===== src/rtl/ee_addr_pkg.sv =====
package ee_addr_pkg;
  typedef enum logic [3:0] {
    ST_IDLE,
    ST_CTRL,
    ST_ACK,
    ST_AHI,
    ST_ALO,
    ST_WDAT,
    ST_RDAT,
    ST_RACK,
    ST_SKIP
  } ee_state_e;
endpackage


===== src/rtl/ee_rst_sync.sv =====
module ee_rst_sync (
  input  logic clk,
  input  logic rst_n,
  output logic rst_q_n
);
  logic [1:0] stage_q;

  always_ff @(posedge clk or negedge rst_n) begin
    if (!rst_n) stage_q <= 2'b00;
    else        stage_q <= {stage_q[0], 1'b1};
  end

  assign rst_q_n = stage_q[1];
endmodule


===== src/rtl/ee_line_sync.sv =====
module ee_line_sync #(
  parameter int STAGES = 2
) (
  input  logic clk,
  input  logic rst_n,
  input  logic scl_in,
  input  logic sda_in,
  output logic sda_s,
  output logic scl_rise,
  output logic scl_fall,
  output logic start_ev,
  output logic stop_ev
);
  logic [STAGES-1:0] scl_ff, sda_ff;
  logic scl_d, sda_d;
  logic scl_now, sda_now;

  generate
    if (STAGES == 1) begin : g_one
      always_ff @(posedge clk or negedge rst_n) begin
        if (!rst_n) begin
          scl_ff <= '1;
          sda_ff <= '1;
        end else begin
          scl_ff <= scl_in;
          sda_ff <= sda_in;
        end
      end
    end else begin : g_chain
      always_ff @(posedge clk or negedge rst_n) begin
        if (!rst_n) begin
          scl_ff <= '1;
          sda_ff <= '1;
        end else begin
          scl_ff <= {scl_ff[STAGES-2:0], scl_in};
          sda_ff <= {sda_ff[STAGES-2:0], sda_in};
        end
      end
    end
  endgenerate

  assign scl_now = scl_ff[STAGES-1];
  assign sda_now = sda_ff[STAGES-1];

  always_ff @(posedge clk or negedge rst_n) begin
    if (!rst_n) begin
      scl_d <= 1'b1;
      sda_d <= 1'b1;
    end else begin
      scl_d <= scl_now;
      sda_d <= sda_now;
    end
  end

  assign sda_s    = sda_now;
  assign scl_rise = scl_now & ~scl_d;
  assign scl_fall = ~scl_now & scl_d;
  assign start_ev = scl_now & scl_d & sda_d & ~sda_now;
  assign stop_ev  = scl_now & scl_d & ~sda_d & sda_now;
endmodule


===== src/rtl/ee_word_addr.sv =====
module ee_word_addr #(
  parameter int LO_W = 16
) (
  input  logic          clk,
  input  logic          rst_n,
  input  logic          ld_hi,
  input  logic          ld_lo,
  input  logic          set_top,
  input  logic          top_val,
  input  logic          step,
  input  logic [7:0]    din,
  output logic [LO_W:0] addr
);
  localparam int HI_W = LO_W - 8;

  logic [LO_W:0] addr_q, addr_n;

  always_comb begin
    addr_n = addr_q;
    if (set_top) addr_n[LO_W] = top_val;
    if (ld_hi)   addr_n[LO_W-1:8] = din[HI_W-1:0];
    if (ld_lo)   addr_n[7:0] = din;
    if (step)    addr_n[LO_W-1:0] = addr_q[LO_W-1:0] + {{(LO_W-1){1'b0}}, 1'b1};
  end

  always_ff @(posedge clk or negedge rst_n) begin
    if (!rst_n) addr_q <= '0;
    else        addr_q <= addr_n;
  end

  assign addr = addr_q;
endmodule


===== src/rtl/ee_addr_front.sv =====
module ee_addr_front
  import ee_addr_pkg::*;
#(
  parameter int         SYNC_STAGES = 2,
  parameter int         LO_W        = 16,
  parameter logic [3:0] DEV_CODE    = 4'b1010
) (
  input  logic          clk,
  input  logic          rst_n,
  input  logic          scl_in,
  input  logic          sda_in,
  input  logic [1:0]    strap_sel,
  input  logic [7:0]    rd_byte,
  output logic          sda_pull,
  output logic          sel_hit,
  output logic          rd_mode,
  output logic [LO_W:0] word_addr,
  output logic          wr_strobe,
  output logic [7:0]    wr_byte,
  output logic          rd_strobe
);
  logic rst_q_n;
  logic sda_s, scl_rise, scl_fall, start_ev, stop_ev;

  ee_rst_sync u_rst (
    .clk     (clk),
    .rst_n   (rst_n),
    .rst_q_n (rst_q_n)
  );

  ee_line_sync #(.STAGES(SYNC_STAGES)) u_sync (
    .clk      (clk),
    .rst_n    (rst_q_n),
    .scl_in   (scl_in),
    .sda_in   (sda_in),
    .sda_s    (sda_s),
    .scl_rise (scl_rise),
    .scl_fall (scl_fall),
    .start_ev (start_ev),
    .stop_ev  (stop_ev)
  );

  ee_state_e st_q, st_n, ret_q, ret_n;
  logic [2:0] bit_q, bit_n;
  logic [7:0] rx_q, rx_n, tx_q, tx_n, wb_q, wb_n;
  logic rw_q, rw_n, ackl_q, ackl_n, incp_q, incp_n, mack_q, mack_n;
  logic drv_q, drv_n, wstb_q, wstb_n, rstb_q, rstb_n;
  logic a_hi, a_lo, a_top, a_inc;
  logic [7:0] shifted;
  logic code_ok;

  assign shifted = {rx_q[6:0], sda_s};
  assign code_ok = (shifted[7:4] == DEV_CODE) && (shifted[2:1] == strap_sel);

  ee_word_addr #(.LO_W(LO_W)) u_addr (
    .clk     (clk),
    .rst_n   (rst_q_n),
    .ld_hi   (a_hi),
    .ld_lo   (a_lo),
    .set_top (a_top),
    .top_val (shifted[3]),
    .step    (a_inc),
    .din     (shifted),
    .addr    (word_addr)
  );

  // next-state process
  always_comb begin
    st_n   = st_q;
    ret_n  = ret_q;
    bit_n  = bit_q;
    rx_n   = rx_q;
    tx_n   = tx_q;
    wb_n   = wb_q;
    rw_n   = rw_q;
    ackl_n = ackl_q;
    incp_n = incp_q;
    mack_n = mack_q;
    drv_n  = drv_q;
    wstb_n = 1'b0;
    rstb_n = 1'b0;
    a_hi   = 1'b0;
    a_lo   = 1'b0;
    a_top  = 1'b0;
    a_inc  = 1'b0;
    if (start_ev) begin
      st_n   = ST_CTRL;
      bit_n  = 3'd0;
      drv_n  = 1'b0;
      ackl_n = 1'b0;
      incp_n = 1'b0;
    end else if (stop_ev) begin
      st_n   = ST_IDLE;
      drv_n  = 1'b0;
      ackl_n = 1'b0;
      incp_n = 1'b0;
    end else begin
      case (st_q)
        ST_CTRL, ST_AHI, ST_ALO, ST_WDAT: begin
          if (scl_rise) begin
            rx_n  = shifted;
            bit_n = bit_q + 3'd1;
            if (bit_q == 3'd7) begin
              st_n   = ST_ACK;
              ackl_n = 1'b0;
              if (st_q == ST_CTRL) begin
                if (code_ok) begin
                  rw_n  = shifted[0];
                  a_top = 1'b1;
                  ret_n = shifted[0] ? ST_RDAT : ST_AHI;
                end else begin
                  st_n = ST_SKIP;
                end
              end else if (st_q == ST_AHI) begin
                a_hi  = 1'b1;
                ret_n = ST_ALO;
              end else if (st_q == ST_ALO) begin
                a_lo  = 1'b1;
                ret_n = ST_WDAT;
              end else begin
                wstb_n = 1'b1;
                wb_n   = shifted;
                incp_n = 1'b1;
                ret_n  = ST_WDAT;
              end
            end
          end
        end
        ST_ACK: begin
          if (scl_fall) begin
            if (!ackl_q) begin
              drv_n  = 1'b1;
              ackl_n = 1'b1;
            end else begin
              ackl_n = 1'b0;
              st_n   = ret_q;
              bit_n  = 3'd0;
              drv_n  = 1'b0;
              if (incp_q) begin
                a_inc  = 1'b1;
                incp_n = 1'b0;
              end
              if (ret_q == ST_RDAT) begin
                tx_n   = rd_byte;
                drv_n  = ~rd_byte[7];
                rstb_n = 1'b1;
              end
            end
          end
        end
        ST_RDAT: begin
          if (scl_rise) begin
            bit_n = bit_q + 3'd1;
          end else if (scl_fall) begin
            if (bit_q == 3'd0) begin
              st_n  = ST_RACK;
              drv_n = 1'b0;
            end else begin
              tx_n  = {tx_q[6:0], 1'b0};
              drv_n = ~tx_q[6];
            end
          end
        end
        ST_RACK: begin
          if (scl_rise) begin
            mack_n = ~sda_s;
            a_inc  = 1'b1;
          end else if (scl_fall) begin
            if (mack_q) begin
              st_n   = ST_RDAT;
              bit_n  = 3'd0;
              tx_n   = rd_byte;
              drv_n  = ~rd_byte[7];
              rstb_n = 1'b1;
            end else begin
              st_n  = ST_SKIP;
              drv_n = 1'b0;
            end
          end
        end
        default: ;
      endcase
    end
  end

  // register process
  always_ff @(posedge clk or negedge rst_q_n) begin
    if (!rst_q_n) begin
      st_q   <= ST_IDLE;
      ret_q  <= ST_IDLE;
      bit_q  <= 3'd0;
      rx_q   <= 8'd0;
      tx_q   <= 8'd0;
      wb_q   <= 8'd0;
      rw_q   <= 1'b0;
      ackl_q <= 1'b0;
      incp_q <= 1'b0;
      mack_q <= 1'b0;
      drv_q  <= 1'b0;
      wstb_q <= 1'b0;
      rstb_q <= 1'b0;
    end else begin
      st_q   <= st_n;
      ret_q  <= ret_n;
      bit_q  <= bit_n;
      rx_q   <= rx_n;
      tx_q   <= tx_n;
      wb_q   <= wb_n;
      rw_q   <= rw_n;
      ackl_q <= ackl_n;
      incp_q <= incp_n;
      mack_q <= mack_n;
      drv_q  <= drv_n;
      wstb_q <= wstb_n;
      rstb_q <= rstb_n;
    end
  end

  assign sda_pull  = drv_q;
  assign rd_mode   = rw_q;
  assign wr_strobe = wstb_q;
  assign wr_byte   = wb_q;
  assign rd_strobe = rstb_q;
  assign sel_hit   = (st_q == ST_ACK) || (st_q == ST_AHI) || (st_q == ST_ALO) ||
                     (st_q == ST_WDAT) || (st_q == ST_RDAT) || (st_q == ST_RACK);
endmodule


===== config.mk =====
export PLATFORM = sky130hd
export DESIGN_NAME = ee_addr_front
export DESIGN_NICKNAME = d
export VERILOG_FILES = /design/src/rtl/ee_addr_pkg.sv /design/src/rtl/ee_rst_sync.sv /design/src/rtl/ee_line_sync.sv /design/src/rtl/ee_word_addr.sv /design/src/rtl/ee_addr_front.sv
export SDC_FILE = /design/constraint.sdc
export NUM_CORES = 1
export LEC_CHECK = 0
export BUFFER_PORTS_ARGS = -buffer_cell sky130_fd_sc_hd__buf_2
export CORE_ASPECT_RATIO = 0.7
export CORE_MARGIN = 8
export CORE_UTILIZATION = 43
export CTS_BUF_LIST = sky130_fd_sc_hd__clkbuf_2
export DETAILED_ROUTE_END_ITERATION = 10
export GPL_TIMING_DRIVEN = 0
export MAX_ROUTING_LAYER = met4
export PLACE_DENSITY = 0.69
export SYNTH_ARGS = -nofsm -noshare
export SYNTH_HDL_FRONTEND = slang
export SYNTH_SLANG_ARGS = --single-unit
export TNS_END_PERCENT = 20

===== constraint.sdc =====
create_clock -name clk -period 6.1 [get_ports clk]
set_input_delay 0.305 -clock clk [delete_from_list [all_inputs] [get_ports clk]]
set_output_delay 0.305 -clock clk [all_outputs]
set_load 0.005 [all_outputs]

==> results.yml <==
outcome:
  status: "finished, final reports clean"
die:
  die_area_um2: 11200
  pin_count: 44
  die_w_um: 123
  die_y_um: 90.8
  start_util: 0.441
  core_um2: 7800
  num_rows: 27
cts:
  cts_resized: 0
  cts_buffer_depth: 2
  clkSlewWorstSetupHoldPaths_ps: 190
  cts_root_buf: "clkbuf_2"
  cts.sinks: 64
  cts_tree: "built"
  cts_buffers: 9
  cts_max_level: 3
  clock_latency_ps: 500
final_layout:
  final_util: 0.506
  diodes: 0
  mostFrequentLayoutCells: "dfrtp_1, buf_2, mux2_2, nor2_1, nand2_1"
  syn_to_final_growth_pct: 14.7
  final_common_cell: "dfrtp_1"
  fin_nets: 412
  drive_gt1_frac: 0.296
  finalInstanceArea_um2: 3950
synthesis:
  synth_top_area_frac: 0.422
  ys_ff_latch: 64
  seq_area_frac_synth: 0.468
  syn_avg_cell_area_um2: 10.2
  synth_top_flop_cell: "dfrtp_1"
  syn_inst: 336
  syn-cell-area_um2: 3440
  synthArstFlopShare: 1.00
  synth_nets: 354
  yosysWarnings: 0
  yosysTopAreaCell: "dfrtp_1"
  synthTopCellsByArea: "dfrtp_1, mux2_2, dfstp_2"
  yosysUniqueCellTypes: 67
  synth-edff-count: 0
timing:
  relSlewSlack: 0.385
  period_needed_ps: 2510
  clock-skew-final_ps: 19.9
  timing.fmax_ghz: 0.399
  slew_violations: 0
  fin_tns_setup_ps: 0
  setup_ws_ps: 3590
  finalSetupViolations: 0
  rsz0062_at_grt: "no"
  worstMarginPinSlew_ps: 917
  finalHoldViolations: 0
  min_period_over_period: 0.411
drt:
  post_drt_wl_per_cell_um: 17.7
  drtIter0Drc: 264
  routed_wl_um: 8850
  vias: 2935
  via_per_inst: 5.87
  dr.pass1.iters: 5
  antenna_left: 0
  drc: 0
worst_setup_path:
  worstPathRequired_ps: 6510
  worstPathMaxFanout: 10
  slowest_delay_ps: 790
  critPathLaunchType: "flip-flop"
  crit_path_cell_trace: "clkbuf_1, nand3b_1, nor3_2, mux2_2"
  arrival_ps: 2920
  criticalPathCategory: "flip-flop to flip-flop"
  crit_path_top_delay_cell: "nor3_2"
  endpoint_kind: "flip-flop"
grt:
  track_usage: 0.171
  grt_pass1_vias: 2917
  antenna_found_initial: 0
  grt_max_degree: 41
  grt_overflow: 0
  grt_pass1_wl_um: 14900
power:
  leakagePower_nw: 1.86
  p_per_area_nw_per_um2: 282
  total_power_mw: 1.11
  irDropWorstVdd_mv: 0.122
hold_path:
  min_path_type: "primary input to async pin"
placement:
  dp_slack_ps: 3680
  port_buffers: 43
  dpl.hpwl_um: 6400
  postPlaceCellArea_um2: 3800
  place.gp.congestion: 0.984
job:
  maxCapViolations: 0
[synth_stat cells (4+ instances only)]
master	number
nor2_1	24
nand2_1	23
or3_1	4
and4_1	4
o22ai_1	9
a21oi_1	19
nor3_1	5
mux2_2	28
dfrtp_1	58
o21ai_0	17
nand2b_1	5
ha_1	4
nor2b_1	5
nand4_1	4
inv_1	19
o22a_1	4
dfstp_2	6
buf_2	4
mux2i_1	6
nand3_1	13
[registers in the layout, summed over array words and instances, names as in the netlist, 2 cells and up]
register	flops
u_addr.addr	17
wr_byte	8
rx_q	7
tx_q	7
st_q	4
bit_q	3
ret_q	3
u_rst.stage_q	2
u_sync.scl_ff	2
u_sync.sda_ff	2
[metrics by stage]
| step | cells | hold slack [ps] |
|---|---|---|
| floorplan | 336 | 9.41 |
| global placement | 480 | 89.8 |
| detailed placement | 481 | 92.5 |
| CTS | 500 | 22.0 |
| global route | 500 | 13.0 |
| finish | 500 | 87.6 |
[per-layer routing]
layer,GRT usage,vias up,wire length (µm)
li1,-,1355,-
met1,0.231,1452,4200
met2,0.239,117,3870
met3,0.0581,11,677
met4,0.0415,0,108
met5,-,-,0
[critical path: cells and delay by family, from the launching register on]
kind / cells / cell delay (ps)
buffers and inverters: 1 / 360
DFF: 1 / 580
muxes: 1 / 420
and+or+nand+nor: 2 / 1050
[report_power, final]
group,internal (mW),switching [mW]
sequential,0.478,0.0585
clock,0.0972,0.159
combinational,0.140,0.179
[final timing paths]
check                                  from                to  slack [ps]  depth (start not counted)
max                        u_sync.scl_ff[1]        wr_byte[3]        3590                          4
min                                   rst_n  u_rst.stage_q[1]          90                          2
max reg2reg                u_sync.scl_ff[1]        wr_byte[3]        3590                          4
min reg2reg                u_rst.stage_q[1]           rd_mode         240                          0
max in group asynchronous  u_rst.stage_q[1]   u_addr.addr[10]        5240                          1
min in group clk                 rd_byte[6]           tx_q[6]         100                          3
[cells by family (layout without fill, tap and decap cells)]
logic type,count (synthesis),count (layout),synth area share
AOI/OAI and AO/OA,87,87,0.170
adders and majority gates,4,4,0.0145
DFF,64,64,0.468
and+or+nand+nor,108,108,0.178
muxes,35,35,0.112
buffers and inverters,33,96,0.0465
other,1,1,0.00109
xor gates and xnor gates,4,4,0.0102
[layout make-up]
type / instances / area, µm²
multi-input combinational: 239 / 1670
sequential: 64 / 1610
clock inverter: 5 / 57.6
clock buffer: 11 / 55.1
inverter: 19 / 71.3
buffer: 14 / 88.8
tap: 101 / 126
timing repair buffer: 47 / 265
fill: 735 / 3860
[what timing repair did]
| action | CTS | global route |
|---|---|---|
| hold endpoints to repair | 4 | 0 |
| hold buffers | 3 | 0 |
| setup buffers | 0 | 0 |
Power figures use the tool's default switching activity.
